===== src/rtl/pwm_pkg.sv =====
// Package: shared constants and the divider lookup for the prescaled PWM.
// Assumes a 32-bit register word and at most two channels, so that the
// ready flags at bit 28+n never overlap a channel's control group.
package pwm_pkg;

    localparam int unsigned PSC_W     = 17;  // wide enough for a divide of 72000
    localparam int unsigned CH_STRIDE = 15;  // bit distance between channel groups
    localparam int unsigned RDY_BASE  = 28;  // first ready-flag bit
    localparam int unsigned F_EN      = 4;
    localparam int unsigned F_ACT     = 5;
    localparam int unsigned F_GATE    = 6;

    // Divide ratio for a code; 0 marks a reserved code that yields no ticks.
    function automatic logic [PSC_W-1:0] psc_divide(input logic [3:0] code,
                                                    input bit bypass_ok);
        logic [PSC_W-1:0] d;
        case (code)
            4'd0:    d = 17'd120;
            4'd1:    d = 17'd180;
            4'd2:    d = 17'd240;
            4'd3:    d = 17'd360;
            4'd4:    d = 17'd480;
            4'd8:    d = 17'd12000;
            4'd9:    d = 17'd24000;
            4'd10:   d = 17'd36000;
            4'd11:   d = 17'd48000;
            4'd12:   d = 17'd72000;
            4'd15:   d = bypass_ok ? 17'd1 : 17'd0;
            default: d = 17'd0;
        endcase
        return d;
    endfunction

endpackage


===== src/rtl/pwm_prescaler.sv =====
// Module: per-channel tick generator. It divides the reference clock by the
// ratio chosen through the divider code and emits a one-cycle tick.
// Assumes the code only changes while run is low (the counter is then held
// at zero), so a ratio change never lands mid-count.
module pwm_prescaler #(
    parameter bit HAS_BYPASS = 1'b1
) (
    input  logic       clk,
    input  logic       rst_n,
    input  logic       run,
    input  logic [3:0] code,
    output logic       valid,
    output logic       tick
);
    import pwm_pkg::*;

    logic [PSC_W-1:0] div;
    logic [PSC_W-1:0] cnt;

    // Decode the divide ratio and whether the code is usable.
    always_comb begin
        div   = psc_divide(code, HAS_BYPASS);
        valid = (div != '0);
        tick  = run && valid && (cnt == div - 1'b1);
    end

    // Clock counter, held at zero when stopped and wrapped on each tick.
    always_ff @(posedge clk) begin
        if (!rst_n) begin
            cnt <= '0;
        end else if (!run || !valid || tick) begin
            cnt <= '0;
        end else begin
            cnt <= cnt + 1'b1;
        end
    end

endmodule


===== src/rtl/pwm_channel.sv =====
// Module: period counter and output shaper for one channel. It counts
// prescaled ticks from 0 to the period limit and drives the active level
// while the count is below the duty value.
// Assumes prd and duty change only at a boundary or while the channel is
// stopped, when the count is zero.
module pwm_channel #(
    parameter int unsigned CNT_W = 16
) (
    input  logic             clk,
    input  logic             rst_n,
    input  logic             live,
    input  logic             tick,
    input  logic [CNT_W-1:0] prd,
    input  logic [CNT_W-1:0] duty,
    input  logic             act_lvl,
    output logic [CNT_W-1:0] pos,
    output logic             bnd,
    output logic             pwm
);
    logic in_duty;

    // Boundary detect and output level selection.
    always_comb begin
        bnd     = tick && (pos == prd);
        in_duty = live && (pos < duty);
        pwm     = in_duty ? act_lvl : !act_lvl;
    end

    // Position within the period, restarted at each boundary.
    always_ff @(posedge clk) begin
        if (!rst_n) begin
            pos <= '0;
        end else if (!live) begin
            pos <= '0;
        end else if (tick) begin
            pos <= (pos == prd) ? '0 : pos + 1'b1;
        end
    end

endmodule


===== src/rtl/pwm_regs.sv =====
// Module: register file for the PWM. It holds the shared control word, the
// pending and active timing words per channel and the ready flags, and
// serves combinational reads.
// Assumes word-aligned accesses; an access with address bits 1:0 set hits
// nothing. A write strobe lasts one clock.
module pwm_regs #(
    parameter int unsigned NUM_CH = 2,
    parameter int unsigned CNT_W  = 16,
    parameter int unsigned ADDR_W = 4
) (
    input  logic                         clk,
    input  logic                         rst_n,
    input  logic [ADDR_W-1:0]            bus_addr,
    input  logic                         bus_we,
    input  logic [31:0]                  bus_wdata,
    output logic [31:0]                  bus_rdata,
    input  logic [NUM_CH-1:0]            live,
    input  logic [NUM_CH-1:0]            bnd,
    output logic [NUM_CH-1:0][3:0]       psc,
    output logic [NUM_CH-1:0]            en,
    output logic [NUM_CH-1:0]            act_lvl,
    output logic [NUM_CH-1:0]            gate,
    output logic [NUM_CH-1:0]            pend,
    output logic [NUM_CH-1:0][CNT_W-1:0] prd,
    output logic [NUM_CH-1:0][CNT_W-1:0] duty
);
    import pwm_pkg::*;

    localparam int unsigned IDX_W = ADDR_W - 2;

    logic [IDX_W-1:0]         idx;
    logic                     aligned;
    logic                     wr_ctrl;
    logic [NUM_CH-1:0]        wr_tm;
    logic [NUM_CH-1:0][31:0]  pend_word;
    logic [NUM_CH-1:0][31:0]  act_word;

    // Address decode into the control strobe and per-channel timing strobes.
    always_comb begin
        idx     = bus_addr[ADDR_W-1:2];
        aligned = (bus_addr[1:0] == 2'b00);
        wr_ctrl = bus_we && aligned && (idx == '0);
        for (int n = 0; n < NUM_CH; n++) begin
            wr_tm[n] = bus_we && aligned && (idx == IDX_W'(n + 1));
        end
    end

    generate
        for (genvar n = 0; n < NUM_CH; n++) begin : g_ch
            // Control group of channel n inside the shared word.
            always_ff @(posedge clk) begin
                if (!rst_n) begin
                    psc[n]     <= '0;
                    en[n]      <= 1'b0;
                    act_lvl[n] <= 1'b0;
                    gate[n]    <= 1'b0;
                end else if (wr_ctrl) begin
                    psc[n]     <= bus_wdata[CH_STRIDE*n +: 4];
                    en[n]      <= bus_wdata[CH_STRIDE*n + F_EN];
                    act_lvl[n] <= bus_wdata[CH_STRIDE*n + F_ACT];
                    gate[n]    <= bus_wdata[CH_STRIDE*n + F_GATE];
                end
            end

            // Timing word: direct load when stopped, deferred to the boundary when running.
            always_ff @(posedge clk) begin
                if (!rst_n) begin
                    pend_word[n] <= '0;
                    act_word[n]  <= '0;
                    pend[n]      <= 1'b0;
                end else if (wr_tm[n]) begin
                    pend_word[n] <= bus_wdata;
                    if (live[n]) begin
                        pend[n] <= 1'b1;
                    end else begin
                        act_word[n] <= bus_wdata;
                        pend[n]     <= 1'b0;
                    end
                end else if (pend[n] && (bnd[n] || !live[n])) begin
                    act_word[n] <= pend_word[n];
                    pend[n]     <= 1'b0;
                end
            end

            // Split the active word into period limit and duty count.
            always_comb begin
                prd[n]  = act_word[n][16 +: CNT_W];
                duty[n] = act_word[n][0 +: CNT_W];
            end
        end
    endgenerate

    // Read multiplexer; reserved bits and unmapped addresses return zero.
    always_comb begin
        bus_rdata = '0;
        if (aligned && idx == '0) begin
            for (int n = 0; n < NUM_CH; n++) begin
                bus_rdata[CH_STRIDE*n +: 4]      = psc[n];
                bus_rdata[CH_STRIDE*n + F_EN]    = en[n];
                bus_rdata[CH_STRIDE*n + F_ACT]   = act_lvl[n];
                bus_rdata[CH_STRIDE*n + F_GATE]  = gate[n];
                bus_rdata[RDY_BASE + n]          = pend[n];
            end
        end else if (aligned) begin
            for (int n = 0; n < NUM_CH; n++) begin
                if (idx == IDX_W'(n + 1)) begin
                    bus_rdata = pend_word[n];
                end
            end
        end
    end

endmodule


===== src/rtl/prescaled_pwm.sv =====
// Module: top level of the prescaled PWM. It ties the register file to one
// tick generator and one period counter per channel.
// Assumes NUM_CH is 1 or 2 and CNT_W is at most 16.
module prescaled_pwm #(
    parameter int unsigned NUM_CH     = 2,
    parameter int unsigned CNT_W      = 16,
    parameter int unsigned ADDR_W     = 4,
    parameter bit          HAS_BYPASS = 1'b1
) (
    input  logic              clk,
    input  logic              rst_n,
    input  logic [ADDR_W-1:0] bus_addr,
    input  logic              bus_we,
    input  logic [31:0]       bus_wdata,
    output logic [31:0]       bus_rdata,
    output logic [NUM_CH-1:0] pwm_out
);
    logic [NUM_CH-1:0][3:0]       psc_w;
    logic [NUM_CH-1:0]            en_w;
    logic [NUM_CH-1:0]            act_w;
    logic [NUM_CH-1:0]            gate_w;
    logic [NUM_CH-1:0]            pend_w;
    logic [NUM_CH-1:0][CNT_W-1:0] prd_w;
    logic [NUM_CH-1:0][CNT_W-1:0] duty_w;
    logic [NUM_CH-1:0][CNT_W-1:0] pos_w;
    logic [NUM_CH-1:0]            run_w;
    logic [NUM_CH-1:0]            valid_w;
    logic [NUM_CH-1:0]            live_w;
    logic [NUM_CH-1:0]            tick_w;
    logic [NUM_CH-1:0]            bnd_w;

    pwm_regs #(
        .NUM_CH (NUM_CH),
        .CNT_W  (CNT_W),
        .ADDR_W (ADDR_W)
    ) i_regs (
        .clk       (clk),
        .rst_n     (rst_n),
        .bus_addr  (bus_addr),
        .bus_we    (bus_we),
        .bus_wdata (bus_wdata),
        .bus_rdata (bus_rdata),
        .live      (live_w),
        .bnd       (bnd_w),
        .psc       (psc_w),
        .en        (en_w),
        .act_lvl   (act_w),
        .gate      (gate_w),
        .pend      (pend_w),
        .prd       (prd_w),
        .duty      (duty_w)
    );

    generate
        for (genvar n = 0; n < NUM_CH; n++) begin : g_lane
            // A channel counts only with enable, gate and a usable code.
            always_comb begin
                run_w[n]  = en_w[n] && gate_w[n];
                live_w[n] = run_w[n] && valid_w[n];
            end

            pwm_prescaler #(
                .HAS_BYPASS (HAS_BYPASS)
            ) i_psc (
                .clk   (clk),
                .rst_n (rst_n),
                .run   (run_w[n]),
                .code  (psc_w[n]),
                .valid (valid_w[n]),
                .tick  (tick_w[n])
            );

            pwm_channel #(
                .CNT_W (CNT_W)
            ) i_chan (
                .clk     (clk),
                .rst_n   (rst_n),
                .live    (live_w[n]),
                .tick    (tick_w[n]),
                .prd     (prd_w[n]),
                .duty    (duty_w[n]),
                .act_lvl (act_w[n]),
                .pos     (pos_w[n]),
                .bnd     (bnd_w[n]),
                .pwm     (pwm_out[n])
            );
        end
    endgenerate

endmodule


===== config.mk =====
export PLATFORM = sky130hd
export DESIGN_NAME = prescaled_pwm
export DESIGN_NICKNAME = d
export VERILOG_FILES = /design/src/rtl/pwm_pkg.sv /design/src/rtl/pwm_prescaler.sv /design/src/rtl/pwm_channel.sv /design/src/rtl/pwm_regs.sv /design/src/rtl/prescaled_pwm.sv
export SDC_FILE = /design/constraint.sdc
export NUM_CORES = 1
export LEC_CHECK = 0
export ABC_AREA = 1
export ABC_CLOCK_PERIOD_IN_PS = 3000
export BUFFER_PORTS_ARGS = -buffer_cell sky130_fd_sc_hd__buf_2
export CAP_MARGIN = 20
export CORE_UTILIZATION = 40
export DETAILED_ROUTE_END_ITERATION = 10
export SETUP_SLACK_MARGIN = 0.15
export SLEW_MARGIN = 20
export SYNTH_ARGS = -nofsm -noshare
export SYNTH_HDL_FRONTEND = slang
export SYNTH_SLANG_ARGS = --single-unit

===== constraint.sdc =====
create_clock -name clk -period 3 [get_ports clk]
set_clock_uncertainty 0.1 [all_clocks]
set_input_delay 0.75 -clock clk [delete_from_list [all_inputs] [get_ports clk]]
set_output_delay 0.75 -clock clk [all_outputs]
set_load 0.05 [all_outputs]

---- Word level (Yosys, flattened, before mapping) ----
Memories as Yosys holds them, arrays and structs flattened. A register that Yosys moved wholly into a read port is not among the register bits.
Cells that the tools add are included.
cells by class
  mux-type cells .......................... 29
  magnitude comparators ................... 2
  bitwise logic cells ..................... 1
  reduce and logical (&&, ||, !) cells .... 43
  add/subtract/negate cells ............... 6
  equality and inequality tests ........... 8
operators by type and width
  operator               count
  $mux 32                9
  $add 17x1->17 const B  2
  $eq 17x17->1           2
  $reduce_bool 17->1     2
  $sub 17x1->17 const B  2
  $add 16x1->16 const B  2
  $eq 16x16->1           2
  $lt 16x16->1           2
  $mux 16                2
  $logic_and 1x1->1      17
  $mux 4                 4
  $mux 7                 2
  $logic_not 1->1        8
  $mux 1                 8
  $mux 8                 1
  $reduce_and 2->1       4
  $logic_or 1x1->1       6
  $mux 6                 1
  $logic_not 2->1        2
  $mux 2                 2
  $ne 2x2->1 const B     2
  $reduce_bool 2->1      2
  $reduce_or 2->1        2
  $eq 2x1->1 const B     1
  other kinds (2)        2
storage, ports and cells
  ROM bits ................................ 512
  flip-flop bits (word level) ............. 210
  output and inout port bits .............. 34
  input bits .............................. 39
  memories ................................ 2
  logic and storage cells ................. 109
memories
  memory            depth  width  read ports  clocked after Yosys merged registers in  write ports  RTL line       text
  (name not given)  16     16     1           1                                        0            pwm_pkg.sv:17  case (code)
  (name not given)  16     16     1           1                                        0            pwm_pkg.sv:17

---- Depth between registers and ports, before layout ----
  depth in word-level cells ............... 8
  mapped depth ............................ 17
  depth with buffers taken out ............ 17

---- By module ----
A second synthesis with hierarchy kept.
second synthesis, totals
  cells, all modules ...................... 1866
  area total of the unflattened synthesis .. 11941.5 µm²
modules (own cells, without submodules)
  module                           area an instance (µm²)  cells each  seq. area each (µm²)  instances
  pwm_regs                         6274.8                  973         2882.8                1
  pwm_channel                      1427.6                  222         320.3                 2
  pwm_prescaler (g_lane[0].i_psc)  1395.1                  209         340.3                 1
  pwm_prescaler (g_lane[1].i_psc)  1381.3                  232         340.3                 1
  prescaled_pwm                    35.0                    8           0.0                   1

---- Worst setup path before layout ----
No wires, ideal clock.
  path type ............................... input to output
  start point ............................. input port bus_addr[3]
  end point ............................... output port bus_rdata[19]
  setup slack ............................. -242 ps
  arrival time ............................ 2392 ps
  stages .................................. 3
  required time ........................... 2150 ps
  buffers on the path ..................... 0
  cell sequence ........................... nor2_1 > nand2_1 > o21ai_0
between the ends
  cells in the longest elaborated chain, start to end .. 5
  elaborated cells on any way between the ends .. 8
  classes of those cells .................. eq/ne: 2; mux: 4; reduce/logical: 2
RTL lines
  what                   RTL line             text
  from (decl)            prescaled_pwm.sv:12  input logic [ADDR_W-1:0] bus_addr,
  $eq 2x1->1             pwm_regs.sv:106      if (idx == IDX_W'(n + 1)) begin
  $mux 32 (2 in series)  pwm_regs.sv:106
  $mux 32                pwm_regs.sv:104      end else if (aligned) begin
  $mux 7 (*)             pwm_regs.sv:96       if (aligned && idx == '0) begin
  to (decl)              prescaled_pwm.sv:15  output logic [31:0] bus_rdata,
Every way passes the cells marked *; elsewhere a longest branch is shown, timed or not.

---- Final worst setup path ----
  start point ............................. register i_regs.act_word, in the netlist i_regs.duty[10]
  end point ............................... output port pwm_out[0]
between the ends
  cells in the longest elaborated chain, start to end .. 3
RTL lines
  what                               RTL line             text
  from (decl)                        pwm_regs.sv:36       logic [NUM_CH-1:0][31:0] act_word;
  from (signal, indexed assignment)  pwm_regs.sv:76       act_word[n] <= bus_wdata;
  from (signal, indexed assignment)  pwm_regs.sv:80       act_word[n] <= pend_word[n];
  $lt 16x16->1                       pwm_channel.sv:25    in_duty = live && (pos < duty);
  $logic_and 1x1->1                  pwm_channel.sv:25
  $mux 1                             pwm_channel.sv:26    pwm = in_duty ? act_lvl : !act_lvl;
  to (decl)                          prescaled_pwm.sv:16  output logic [NUM_CH-1:0] pwm_out
Every way passes these cells.

==> results by group <==
Global route
  – Tot GR Track Use: 20.6%
  – First-pass GRT wire length: ~57000 µm
  – Largest net degree at the start of global routing: 67
  – GRT overflow: 0
  – Initial antenna violation count: 2
  – Vias in the first global route: roughly 12000

STA
  – Max-slew headroom: about half
  – Endpoints failing hold: 0
  – Final Max Tran Viols: 0
  – RSZ-0062 raised after global routing: true
  – Setup TNS after final layout: 0 ns
  – Worst setup margin: around 0.0036 ns
  – Fmax: 334 MHz
  – Slew @ Worst Pin: around 0.78 ns
  – Min Hold Slack: 0.368 ns
  – Period utilization: 99.9%
  – Min cycle time layout: around 3 ns
  – Final setup viols: 0

Power and ir drop
  – Final total power: 7.08 mW
  – Leakage: about 6.5 nW
  – P_sw: between 1.5 and 2 mW
  – Switching Fraction: 23.7%
  – Sequential share of power: 46.2%
  – Clock network power share: about 47%
  – Internal power: 5.40 mW
  – Pwr dens: 456 nW/µm²
  – Peak supply drop: 410 µV
  – Comb power frac: 6.7%

Setup path
  – R2R depth: 16
  – FF-to-FF Start: g_lane[1].i_psc.div[0]$_SDFF_PN0_
  – WS Path Type: flip-flop to output port
  – CP Buf/Inv Count: 3
  – CP Capture Type: output port
  – Maximum fanout along the worst path: 2
  – Reg-to-reg endpoint: i_regs.duty[21]$_SDFFE_PN0P_
  – CP Capture Point: pwm_out[0]
  – Crit-path leading delay family: simple AND/OR/NAND/NOR gates
  – CP max stage cell: dfxtp_1
  – Stages on worst setup path: 8
  – Top cell by count, worst path: inv_1
  – CP Launch Type: flip-flop
  – Setup crit start: i_regs.duty[10]$_SDFFE_PN0P_
  – R2R Setup Slk: 0.38 ns
  – Crit-path max cell delay: around 0.34 ns
  – Worst Path Required: 2.15 ns
  – Crit-path cells: inv_1 -> ha_1 -> inv_1 -> nor3_2 -> nand3_1 -> nand3_2 -> xor2_2 -> buf_6
  – CP Data Arrival Time: ~2.2 ns

Synthesis
  – Unique cell type count in the Yosys netlist: 48
  – Top cells by area, synth: dfxtp_1 36%, nand2_1 11%, nor2_1 8.4%
  – Largest family of logic cells by synthesized area: simple AND/OR/NAND/NOR gates
  – Synth area leader: dfxtp_1
  – Post-synthesis mux area share: under 10%
  – EDFF count, synth: 0
  – Warnings from Yosys: 0
  – Synthesized Nets: 1984
  – Yosys top cell area share: 36.4%
  – Most frequent cell after synthesis: nand2_1
  – Simple-gate share of the synthesized area: about a third
  – Syn Inst Count: about 1900
  – Syn avg cell area: approximately 6.9 µm²
  – Post-synth top cells: 394 x nand2_1, 296 x nor2_1, 240 x dfxtp_1, 188 x inv_1, 140 x a21oi_1
  – Adder-Cell Fraction of Synth Area: 4.17%
  – Fraction of registers with async set/reset: 0%
  – Mapped Area: 13200 µm²
  – Sequential area share after synthesis: between 30% and 40%
  – Compound-Gate Fraction of Synth Area: 9.75%
  – Post-synthesis xor/xnor area fraction: ~5.5%
  – Top_reg_cell synth: dfxtp_1
  – Number of synthesized register bits: 240

Floorplan
  – Die Y: 184 µm
  – Cell Rows: 66
  – Die Wd: about 180 µm
  – I/O pin count: 73
  – Effective utilization at floorplan: 40.6%
  – Total core area: ~33000 µm²
  – Die footprint: 33700 µm²

Clock tree
  – Clk slew on worst S/H paths: 0.06 ns
  – CTS Root Buffer Type: clkbuf_16
  – CTS max path bufs: 3
  – TritonCTS buffer count: 27
  – Clock sink count: 240
  – TritonCTS clock tree: built
  – Clock Latency Late Sink: 0.53 ns
  – H-Tree Depth: 1
  – CTS Hold Buffers Added: 0

Drt
  – DR pass1 iterations: 5
  – Vias/cell: 4.96
  – DR DRC count: 0
  – Vias: between 10000 and 15000
  – Remaining antenna violation count: 0
  – Post-Route WL: 34700 µm
  – WL/cell: 14.2 µm
  – Number of DRC markers in iteration 0: 641

Placed design
  – Dpl cell area: between 10000 and 15000 µm²
  – Worst Setup Slack post-DPL: approximately 0.13 ns
  – Dpl cells: 2389
  – Gp weighted congestion: around 0.9
  – HPWL Detailed: roughly 26000 µm
  – Port buffer count: 72

Finish
  – Nets@finish: 2061
  – Share of cells above drive strength 1: 15.1%
  – Finished Cell Area: 15500 µm²
  – Synth-to-layout area growth: 17.6%
  – Fin cells: between 2000 and 2500
  – Final Util: 47.7%

Run
  – Max_cap viols: 0

Worst hold path
  – Hold crit path type: flip-flop to flip-flop

Status
  – Status: finished clean
cells in the final DEF, fill, tap and decap left out, types with 7 or more instances in the layout:
cell       count
a21oi_1      114
a21oi_2       17
a21oi_4        9
buf_2         59
buf_4         56
clkbuf_16     27
clkbuf_4       7
clkbuf_8       8
dfxtp_1      222
dfxtp_2       17
ha_1          34
ha_4          10
inv_1        179
inv_2         16
mux2i_1       32
nand2_1      393
nand3_1      134
nand3b_1       9
nand4_1       48
nor2_1       293
nor2_2        12
nor2_4        10
nor3_1        26
nor3b_1       10
o21ai_0       57
o21ai_1       19
o22ai_1       15
xnor2_1       33
xor2_1        48
sequential cells by signal (all words and copies together) (netlist names), 8 cells and up:
name,cells
i_regs.duty,32
i_regs.prd,32
g_lane.i_psc.cnt,34
g_lane.i_psc.div,30
g_lane.i_chan.pos,32
i_regs.psc,8
i_regs.pend_word,64
cell families (layout without fill, tap and decap cells):
logic type	after synthesis	after routing
other	0	2
XOR/XNOR	83	83
buffers and inverters	281	375
AO/OA/AOI/OAI	246	246
AND/OR/NAND/NOR	975	976
adder cells (fa/ha/maj)	44	44
flip-flops	240	240
multiplexers	32	32
worst min-delay path, delay by kind of cell, from the launching register on:
family / cells / cell delay (ns)
AOI/OAI and AO/OA: 1 / 0.04
and+or+nand+nor: 1 / 0.08
DFF: 1 / 0.32
power by group through the flow:
| stage | Clock [mW] | Combinational (mW) | Sequential, mW |
|---|---|---|---|
| after global placement | 0 | 0.459 | 3.34 |
| final | 3.34 | 0.475 | 3.27 |
| after detailed placement | 0 | 0.461 | 3.34 |
| after CTS | 3.41 | 0.470 | 3.27 |
| after floorplan | 0 | 0.317 | 3.33 |
| after global routing | 3.54 | 0.531 | 3.27 |
layer usage:
layer  track usage [%]  up-vias  wire length (µm)
li1                  -     6306                 -
met1              25.5     5524             15500
met2              36.6      215             17100
met3              2.32       64              1010
met4              7.47        0              1040
met5                 0        -                 0
worst min-delay path by stage:
| stage | from | to | cells past startpoint | slack [ns] |
|---|---|---|---|---|
| after floorplan | i_regs.en[0]$_SDFFE_PN0P_ | i_regs.en[0]$_SDFFE_PN0P_ | 2 | 0.34 |
| after global placement | g_lane[1].i_psc.cnt[0]$_SDFF_PP0_ | g_lane[1].i_psc.cnt[0]$_SDFF_PP0_ | 1 | 0.36 |
| after detailed placement | i_regs.duty[20]$_SDFFE_PN0P_ | i_regs.duty[20]$_SDFFE_PN0P_ | 2 | 0.37 |
| after CTS | i_regs.duty[27]$_SDFFE_PN0P_ | i_regs.duty[27]$_SDFFE_PN0P_ | 2 | 0.38 |
| after global routing | i_regs.duty[18]$_SDFFE_PN0P_ | i_regs.duty[18]$_SDFFE_PN0P_ | 2 | 0.40 |
| final | i_regs.duty[27]$_SDFFE_PN0P_ | i_regs.duty[27]$_SDFFE_PN0P_ | 2 | 0.37 |
final cells by class:
cell class,instances,area (µm²)
Timing Repair Buffer,130,902
Inverter,198,746
Multi-Input combinational cell,1381,7600
Fill cell,3327,17000
Clock inverter,8,92.6
Antenna cell,2,5.00
Sequential cell,240,4830
Clock buffer,39,801
Tap cell,442,553
what timing repair did:
item,4_1_cts,5_1_grt
setup endpoints to repair,5,34
buffers inserted,1,0
resized for setup,48,46
pin swaps,15,10
cloned,0,1
(Power assumes the default switching activity.)
